[src/rtl/mbx_pkg.sv]
package mbx_pkg;
    localparam int WORD_W = 32;

    localparam logic [7:0] OFF_PEEK = 8'h90;
    localparam logic [7:0] OFF_STAT = 8'h98;
    localparam logic [7:0] OFF_CFG  = 8'h9C;
    localparam logic [7:0] OFF_PEER = 8'hB8;

    localparam int STAT_FULL_BIT  = 31;
    localparam int STAT_EMPTY_BIT = 30;
    localparam int CFG_EN_BIT     = 0;
    localparam int CFG_PEND_BIT   = 4;

    typedef enum logic [2:0] {
        SEL_NONE,
        SEL_POP,
        SEL_PEEK,
        SEL_STAT,
        SEL_CFG,
        SEL_PEER
    } reg_sel_e;

    function automatic reg_sel_e decode_off(input logic [7:0] off);
        reg_sel_e sel;
        sel = SEL_NONE;
        if (off[1:0] == 2'b00) begin
            if (off[7:4] == 4'h8) begin
                sel = SEL_POP;
            end else begin
                case (off)
                    OFF_PEEK: sel = SEL_PEEK;
                    OFF_STAT: sel = SEL_STAT;
                    OFF_CFG:  sel = SEL_CFG;
                    OFF_PEER: sel = SEL_PEER;
                    default:  sel = SEL_NONE;
                endcase
            end
        end
        return sel;
    endfunction
endpackage

[src/rtl/mbx_store.sv]
module mbx_store #(
    parameter int                  DEPTH    = 8,
    parameter int                  DW       = 32,
    parameter logic [DW-1:0]       SENTINEL = '1,
    localparam int                 CW       = $clog2(DEPTH + 1)
) (
    input  logic          clk,
    input  logic          rst_n,
    input  logic          push_en,
    input  logic [DW-1:0] push_word,
    input  logic          pop_en,
    output logic [DW-1:0] head,
    output logic [CW-1:0] count_q,
    output logic [CW-1:0] count_d
);
    typedef struct packed {
        logic [DEPTH-1:0][DW-1:0] slot;
        logic [CW-1:0]            cnt;
    } store_t;

    store_t s_d, s_q;
    logic [CW-1:0] wr_idx;

    always_comb begin
        s_d    = s_q;
        wr_idx = s_q.cnt;
        if (pop_en) begin
            for (int i = 0; i < DEPTH - 1; i++) begin
                s_d.slot[i] = s_q.slot[i + 1];
            end
            s_d.slot[DEPTH-1] = SENTINEL;
            s_d.cnt           = s_q.cnt - CW'(1);
            wr_idx            = s_q.cnt - CW'(1);
        end
        if (push_en) begin
            for (int i = 0; i < DEPTH; i++) begin
                if (wr_idx == CW'(i)) begin
                    s_d.slot[i] = push_word;
                end
            end
            s_d.cnt = s_d.cnt + CW'(1);
        end
    end

    always_ff @(posedge clk or negedge rst_n) begin
        if (!rst_n) begin
            s_q.slot <= {DEPTH{SENTINEL}};
            s_q.cnt  <= '0;
        end else begin
            s_q <= s_d;
        end
    end

    assign head    = s_q.slot[0];
    assign count_q = s_q.cnt;
    assign count_d = s_d.cnt;

    p_no_overflow_r2: assert property (@(posedge clk) disable iff (!rst_n)
        count_q <= CW'(DEPTH));

    p_top_sentinel_r3: assert property (@(posedge clk) disable iff (!rst_n)
        (count_q < CW'(DEPTH)) |-> (s_q.slot[DEPTH-1] == SENTINEL));

    p_pop_count_r3: assert property (@(posedge clk) disable iff (!rst_n)
        (pop_en && !push_en) |=> (count_q == $past(count_q) - CW'(1)));

    p_both_count_r11: assert property (@(posedge clk) disable iff (!rst_n)
        (pop_en && push_en) |=> $stable(count_q));
endmodule

[src/rtl/mbx_regs.sv]
module mbx_regs
    import mbx_pkg::*;
#(
    parameter int                  DEPTH    = 8,
    parameter int                  ADDR_W   = 12,
    parameter logic [WORD_W-1:0]   SENTINEL = '1,
    localparam int                 CW       = $clog2(DEPTH + 1)
) (
    input  logic              clk,
    input  logic              rst_n,
    input  logic              bus_valid,
    input  logic              bus_write,
    input  logic [ADDR_W-1:0] bus_addr,
    input  logic              wr_en_bit,
    input  logic [WORD_W-1:0] head,
    input  logic [CW-1:0]     count_q,
    input  logic [CW-1:0]     count_d,
    input  logic [WORD_W-1:0] peer_status,
    output logic [WORD_W-1:0] bus_rdata,
    output logic              pop_en,
    output logic              irq
);
    typedef struct packed {
        logic en;
        logic irq;
    } ctl_t;

    ctl_t     c_d, c_q;
    reg_sel_e sel;
    logic     waiting;
    logic     full;

    assign sel     = decode_off(bus_addr[7:0]);
    assign waiting = (count_q != '0);
    assign full    = (count_q == CW'(DEPTH));
    assign pop_en  = bus_valid && !bus_write && (sel == SEL_POP) && waiting;

    always_comb begin
        c_d = c_q;
        if (bus_valid && bus_write && (sel == SEL_CFG)) begin
            c_d.en = wr_en_bit;
        end
        c_d.irq = c_d.en && (count_d != '0);
    end

    always_comb begin
        bus_rdata = '0;
        if (bus_valid && !bus_write) begin
            case (sel)
                SEL_POP:  bus_rdata = waiting ? head : SENTINEL;
                SEL_PEEK: bus_rdata = head;
                SEL_STAT: begin
                    bus_rdata[STAT_FULL_BIT]  = full;
                    bus_rdata[STAT_EMPTY_BIT] = !waiting;
                    bus_rdata[7:0]            = 8'(count_q);
                end
                SEL_CFG: begin
                    bus_rdata[CFG_EN_BIT]   = c_q.en;
                    bus_rdata[CFG_PEND_BIT] = waiting;
                end
                SEL_PEER: bus_rdata = peer_status;
                default:  bus_rdata = '0;
            endcase
        end
    end

    always_ff @(posedge clk or negedge rst_n) begin
        if (!rst_n) begin
            c_q <= '0;
        end else begin
            c_q <= c_d;
        end
    end

    assign irq = c_q.irq;

    p_cfg_write_r7: assert property (@(posedge clk) disable iff (!rst_n)
        (bus_valid && bus_write && sel == SEL_CFG) |=> (c_q.en == $past(wr_en_bit)));

    p_cfg_hold_r10: assert property (@(posedge clk) disable iff (!rst_n)
        !(bus_valid && bus_write && sel == SEL_CFG) |=> $stable(c_q.en));

    p_irq_level_r8: assert property (@(posedge clk) disable iff (!rst_n)
        irq == (c_q.en && count_q != '0));
endmodule

[src/rtl/mbx_mailbox.sv]
module mbx_mailbox
    import mbx_pkg::*;
#(
    parameter int                DEPTH    = 8,
    parameter int                ADDR_W   = 12,
    parameter logic [31:0]       SENTINEL = 32'hFFFF_FFFF
) (
    input  logic              clk,
    input  logic              rst_n,
    input  logic              bus_valid,
    input  logic              bus_write,
    input  logic [ADDR_W-1:0] bus_addr,
    input  logic [31:0]       bus_wdata,
    output logic [31:0]       bus_rdata,
    input  logic              fill_valid,
    input  logic [31:0]       fill_data,
    output logic              fill_ready,
    input  logic [31:0]       peer_status,
    output logic              irq
);
    localparam int CW = $clog2(DEPTH + 1);

    logic [31:0]   head;
    logic [CW-1:0] count_q;
    logic [CW-1:0] count_d;
    logic          pop_en;
    logic          push_en;
    logic          unused_wdata;

    assign unused_wdata = ^bus_wdata[31:1];
    assign fill_ready   = (count_q != CW'(DEPTH));
    assign push_en      = fill_valid && fill_ready;

    mbx_store #(
        .DEPTH    (DEPTH),
        .DW       (WORD_W),
        .SENTINEL (SENTINEL)
    ) u_store (
        .clk       (clk),
        .rst_n     (rst_n),
        .push_en   (push_en),
        .push_word (fill_data),
        .pop_en    (pop_en),
        .head      (head),
        .count_q   (count_q),
        .count_d   (count_d)
    );

    mbx_regs #(
        .DEPTH    (DEPTH),
        .ADDR_W   (ADDR_W),
        .SENTINEL (SENTINEL)
    ) u_regs (
        .clk         (clk),
        .rst_n       (rst_n),
        .bus_valid   (bus_valid),
        .bus_write   (bus_write),
        .bus_addr    (bus_addr),
        .wr_en_bit   (bus_wdata[0]),
        .head        (head),
        .count_q     (count_q),
        .count_d     (count_d),
        .peer_status (peer_status),
        .bus_rdata   (bus_rdata),
        .pop_en      (pop_en),
        .irq         (irq)
    );

    p_empty_pop_r4: assert property (@(posedge clk) disable iff (!rst_n)
        (bus_valid && !bus_write && decode_off(bus_addr[7:0]) == SEL_POP
         && count_q == '0 && !fill_valid) |=> (count_q == '0));

    p_full_drop_r2: assert property (@(posedge clk) disable iff (!rst_n)
        (fill_valid && !fill_ready && !pop_en) |=> $stable(count_q));
endmodule

[config.mk]
export PLATFORM = sky130hd
export DESIGN_NAME = mbx_mailbox
export DESIGN_NICKNAME = d
export VERILOG_FILES = /design/src/rtl/mbx_pkg.sv /design/src/rtl/mbx_store.sv /design/src/rtl/mbx_regs.sv /design/src/rtl/mbx_mailbox.sv
export SDC_FILE = /design/constraint.sdc
export NUM_CORES = 1
export LEC_CHECK = 0
export BUFFER_PORTS_ARGS = -buffer_cell sky130_fd_sc_hd__buf_4
export CORE_MARGIN = 3
export CORE_UTILIZATION = 64
export DETAILED_ROUTE_END_ITERATION = 7
export PLACE_DENSITY_LB_ADDON = 0.15
export SLEW_MARGIN = 20
export SYNTH_ARGS = -nofsm -noshare
export SYNTH_HDL_FRONTEND = slang
export SYNTH_HIERARCHICAL = 1
export SYNTH_SLANG_ARGS = --single-unit
export TNS_END_PERCENT = 1
[constraint.sdc]
create_clock -name clk -period 4.6 [get_ports clk]
set_input_delay 0.69 -clock clk [delete_from_list [all_inputs] [get_ports clk]]
set_output_delay 0.69 -clock clk [all_outputs]
set_load 0.03 [all_outputs]
==> results of run 1 <==
[power groups by stage]
stage	Combinational (µW)	Clock [µW]	Sequential (µW)
final	2350	2320	4920
after global placement	2200	0	4860
after detailed placement	2330	0	4920
after floorplan	2170	0	4600
after global routing	2640	2460	5060
after CTS	2340	2360	4900
[cells in the mapped netlist, types with 5 or more instances]
library cell,count
a21oi_2,20
nand2_1,9
clkbuf_1,49
dfrtp_1,6
inv_1,6
nor2_1,116
buf_2,40
dfstp_2,256
buf_6,28
buf_4,55
a21oi_1,142
o21ai_0,139
mux2i_1,226
nand3_1,132
nor2_2,48
clkbuf_2,12
a22oi_1,27
ha_1,5
and2_1,8
[sequential cells by signal (all words and copies together), names as in the netlist]
signal	cells
u_store/count_q	4
u_regs/c_q	1
u_store/head	32
u_store/s_q	224
u_regs/irq	1
[logic make-up after synthesis]
logic type      after synthesis  share of synthesized area (%)
flops                       262                          48.49
simple gates                344                          12.40
xor+xnor                      5                         0.3088
buf+inv                     191                          8.452
fa+ha+maj                     5                         0.4411
mux                         228                          16.11
compound gates              346                          13.81
[placed cells by master, fill, tap and decap left out, types with 4 or more instances in the layout]
cell type  instances
xnor2_1            4
nand2_1            9
inv_1              6
a22oi_1           27
nand3_1          132
ha_1               5
dfrtp_1            6
a21oi_2           20
dfstp_2          256
clkbuf_16         27
o21ai_4            4
nor2_2            48
buf_12             7
a31oi_1            4
buf_4            137
mux2i_1          226
a21oi_1          142
bufinv_16          5
nor2_1           116
o21ai_0          139
a21boi_0           4
clkinv_2          12
and2_1             8
[cell type report]
class	instances	area share, %
Clock buffer	32	4.672
Inverter	6	0.1453
Timing Repair Buffer	145	7.634
Tap cell	275	2.219
Clock inverter	18	1.485
Multi-Input combinational cell	928	39.49
Sequential cell	262	44.35
[metrics by stage]
stage          setup WS (ns)  cell area, µm²  hold WS [ns]  instances
4_1_cts                1.058           15500        0.2889       1666
3_3_place_gp          0.6031           14550        0.4982       1616
3_5_place_dp          0.5399           14550        0.4984       1616
6_report               1.025           15500        0.2232       1666
5_1_grt               0.8591           15500        0.2928       1666
2_1_floorplan         0.5727           14180        0.3944       1381
[path summary, 6_finish.rpt]
check                                    from               end  depth (start not counted)
hold reg to reg              u_store/s_q[237]  u_store/s_q[237]                          2
setup / recovery                  bus_addr[1]     bus_rdata[20]                          7
min in group clk                 bus_wdata[0]     u_regs/c_q[1]                          2
setup reg to reg           u_store/count_q[0]  u_store/s_q[115]                         10
max in group asynchronous               rst_n  u_store/s_q[234]                          2
hold / removal                          rst_n        u_regs/irq                          1
[routing by layer]
layer  vias up  routed length [µm]  track usage, %  share of wire, %
met2       282               15560           43.34                49
met1      4962               13700           36.71                43
li1       4805                   -               -                 -
met4         0                 908           8.663               2.8
met3        60                1702           3.672               5.3
met5         -                   0               0                 0
==> results_dict.tcl, run 1 <==
set metrics [dict create \
    syn_avg_cell_area_um2 10.27 \
    clk_pin_slew_ns 0.06 \
    core_mm2 0.02142 \
    power_uw 9589 \
    fp.dieW_um 154.9 \
    synth-main-ff-cell "dfstp_2" \
    min_period_ns 3.575 \
    cp_slowest_cell "or4b_1" \
    ys_seq_elements 262 \
    switchingPower_uw 3019 \
    yosys_warnings 6 \
    clk_path_buf_depth 3 \
    syn_nets 1499 \
    critPathBufInv 3 \
    drc 0 \
    clkPwrFrac_pct 24.2 \
    firstDrtPassIters 5 \
    grt_pass1_wl_mm 52.61 \
    row_count 53 \
    finalHoldViolCount 0 \
    fin_skew_ns 0.01278 \
    initial_core_util_pct 66.21 \
    cp-end-kind "output pin" \
    die-area_mm2 0.02398 \
    drt_iter0_drc 764 \
    h-tree-depth 1 \
    nets 1488 \
    dieHeight_um 154.9 \
    cp-start-kind "input pin" \
    seqCellArea_mm2 0.006877 \
    fin_util_pct 72.39 \
    synth_area_mm2 0.01418 \
    ant_nets 0 \
    crit_chain "buf_4, or4b_1, nor3b_4, buf_4, a22oi_1, a21oi_2, buf_4" \
    clock_sinks 262 \
    cts_setup_buffers 0 \
    vdd_drop_max_uv 407.2 \
    grtUsageTotal_pct 26.44 \
    globalplace.congestion 0.8612 \
    crit_family "simple AND/OR/NAND/NOR gates" \
    diodes 0 \
    critPathKind "in2out" \
    p_seq_share_pct 51.3 \
    synth_top_area_share_pct 47.43 \
    rsz0062_at_grt "false" \
    cts_resized 0 \
    cts_made_buffers 27 \
    place_hpwl_mm 19.10 \
    multiInputGateArea_mm2 0.006123 \
    fillCellCount 1549 \
    comb_power_share_pct 24.5 \
    wl_mm 31.87 \
    fin_setup_tns_ns 0 \
    powerDensity_mw_per_mm2 618.5 \
    seq_area_frac_synth_pct 48.49 \
    synth_edf_count 0 \
    async_reset_ff_share_pct 100.0 \
    crit_required_ns 3.91 \
    tightest_slew_ns 1.010 \
    outcome "completed" \
    insertion_delay_ns 0.55 \
    grt_pass1_vias 9835 \
    internal_power_uw 6570 \
    final.period_utilization_pct 77.72 \
    cts_tree "done" \
    r2r_setup_slack_ns 1.37 \
    crit_fanout 16 \
    ys_top_cells_by_area "dfstp_2, mux2i_1, a21oi_1" \
    final_layout_size_suffix_gt1_share_pct 38.39 \
    switching_share_pct 31.48 \
    grt_start_max_net_pins 142 \
    synth_cell_types 52 \
    max_stage_delay_ns 0.72 \
    wire_per_inst_um 19.13 \
    slew_headroom_pct 32.67 \
    portBuffers 111 \
    cts_root_buffer "clkbuf_16" \
    synthCells 1381 \
    area_growth_pct 9.325 \
    crit_arrival_ns 2.89 \
    top_level_ports 147 \
    grt_overflow_total 0 \
    setup_viol 0 \
    yosys.area.top_type "dfstp_2" \
    critPathMostFrequentCell "buf_4" \
    hold_class "in2async" \
    maxCapViolations 0 \
    antenna_found_initial 0 \
    via_per_inst 6.068 \
    holdBufCountCts 0 \
    vias 10110 \
    p_leak_uw 0.005434 \
    max_freq_mhz 279.7 \
    drv_slew 0 \
]
Power figures use the tool's default switching activity.
==> inputs of run 2 (changes only) <==
--- a/config.mk
+++ b/config.mk
@@ -7,7 +7,7 @@
 export LEC_CHECK = 0
 export BUFFER_PORTS_ARGS = -buffer_cell sky130_fd_sc_hd__buf_4
 export CORE_MARGIN = 3
-export CORE_UTILIZATION = 64
+export CORE_UTILIZATION = 54
 export DETAILED_ROUTE_END_ITERATION = 7
 export PLACE_DENSITY_LB_ADDON = 0.15
 export SLEW_MARGIN = 20
==> constraint.sdc (replaced) <==
create_clock -name clk -period 3.1 [get_ports clk]
set_input_delay 0.465 -clock clk [delete_from_list [all_inputs] [get_ports clk]]
set_output_delay 0.465 -clock clk [all_outputs]
set_load 0.03 [all_outputs]
==> results_dict.tcl, run 2 (same netlist as run 1, synthesis figures left out) <==
set metrics [dict create \
    via_per_inst 5.811 \
    grt_pass1_wl_mm 52.96 \
    fin_setup_tns_ns 0 \
    clk_pin_slew_ns 0.06 \
    tightest_slew_ns 0.9551 \
    p_leak_uw 0.005548 \
    clk_path_buf_depth 3 \
    core_mm2 0.02547 \
    setup_viol 0 \
    dieHeight_um 168.1 \
    h-tree-depth 1 \
    fp.dieW_um 168.1 \
    final_common_cell "dfstp_2" \
    cts_tree "done" \
    slew_headroom_pct 36.33 \
    cp-end-kind "output pin" \
    max_flop_register "u_store/s_q" \
    p_seq_share_pct 50.8 \
    die-area_mm2 0.02824 \
    place_hpwl_mm 20.49 \
    critPathKind "reg2out" \
    post-route-cell-area_mm2 0.01584 \
    row_count 58 \
    finalHoldViolCount 0 \
    vias 10110 \
    vdd_drop_max_uv 538.9 \
    grtUsageTotal_pct 22.39 \
    final.period_utilization_pct 98.10 \
    clock_sinks 262 \
    top_level_ports 147 \
    outcome "completed" \
    maxCapViolations 0 \
    diodes 0 \
    wire_per_inst_um 18.69 \
    final_cell_mix "dfstp_2, mux2i_1, buf_4" \
    cp-start-kind "register" \
    post_dp_cell_area_mm2 0.01488 \
    globalplace.congestion 0.8023 \
    cts_setup_buffers 0 \
    max_freq_mhz 328.8 \
    area_growth_pct 11.72 \
    cts_made_buffers 28 \
    largest_reg_flops 224 \
    ant_nets 0 \
    powerDensity_mw_per_mm2 901.9 \
    grt_overflow_total 0 \
    fillCellCount 2090 \
    switchingPower_uw 4474 \
    crit_required_ns 2.63 \
    crit_arrival_ns 2.58 \
    switching_share_pct 31.31 \
    insertion_delay_ns 0.54 \
    initial_core_util_pct 55.68 \
    internal_power_uw 9815 \
    comb_power_share_pct 25.7 \
    hold_class "in2reg" \
    antenna_found_initial 1 \
    crit_fanout 15 \
    multiInputGateArea_mm2 0.006195 \
    grt_pass1_vias 9796 \
    hold_ws_ns 0.1920 \
    portBuffers 111 \
    cts_root_buffer "clkbuf_16" \
    seqCellArea_mm2 0.006877 \
    grt_start_max_net_pins 134 \
    drc 0 \
    clkPwrFrac_pct 23.5 \
    final_layout_size_suffix_gt1_share_pct 39.46 \
    fin_skew_ns 0.01607 \
    firstDrtPassIters 5 \
    rsz0062_at_grt "true" \
    wl_mm 32.50 \
    min_period_ns 3.041 \
    drt_iter0_drc 704 \
    nets 1506 \
    drv_slew 0 \
]
run 2: worst paths after layout:
path,endpoint,startpoint,slack [ns],cells after the start
min in group asynchronous,u_store/s_q[140],rst_n,0.30,1
hold / removal,u_regs/c_q[1],bus_wdata[0],0.19,2
setup / recovery,bus_rdata[18],u_store/count_q[3],0.06,5
max in group asynchronous,u_store/head[20],rst_n,2.29,2
setup reg to reg,u_store/head[16],u_store/count_q[0],0.22,10
hold reg to reg,u_store/s_q[254],u_store/s_q[254],0.51,2
run 2: critical path, stage by stage (launching register included):
cell and delay [ns]:
dfrtp_1 0.37, buf_4 0.18, or4_4 0.52, or4_4 0.61
a21oi_2 0.18, buf_4 0.17
run 2: metal layers:
metal | global-route usage (%) | vias to the layer above | part of all wire (%)
li1 | - | 4850 | -
met1 | 32.96 | 4919 | 47
met2 | 35.01 | 283 | 45
met3 | 3.827 | 51 | 6.0
met4 | 5.087 | 2 | 2.1
met5 | 0 | - | 0.040
run 2: power groups by stage:
stage	registers, µW	clock network, µW	logic (µW)
after global placement	7200	0	3470
final	7250	3360	3670
after detailed placement	7280	0	3650
after global routing	7460	3610	4110
after CTS	7240	3440	3670
after floorplan	6830	0	3270
run 2: final cells by class:
cell class	instances	area share [%]
multi-input combinational	930	39.10
clock inverter	10	0.6318
timing repair buffer	160	8.813
clock buffer	41	5.307
inverter	6	0.1421
tap	330	2.606
sequential	262	43.40
run 2: timing repair:
item / 4_1_cts / 5_1_grt
pin swaps: 2 / 2
hold buffers: 0 / 0
resized for setup: 3 / 0
cloned: 2 / 0
setup endpoints to repair: 30 / 12
run 2: metrics by stage:
stage / total power [µW] / cells / util, % / setup slack [ns]
after floorplan: 10090 / 1381 / - / -0.1714
after global placement: 10670 / 1686 / 58.40 / -0.06091
after detailed placement: 10930 / 1686 / 58.40 / -0.09830
after CTS: 14340 / 1739 / 62.20 / 0.02760
after global routing: 15180 / 1739 / 62.20 / -0.01169
final: 14290 / 1739 / 62.20 / 0.05898
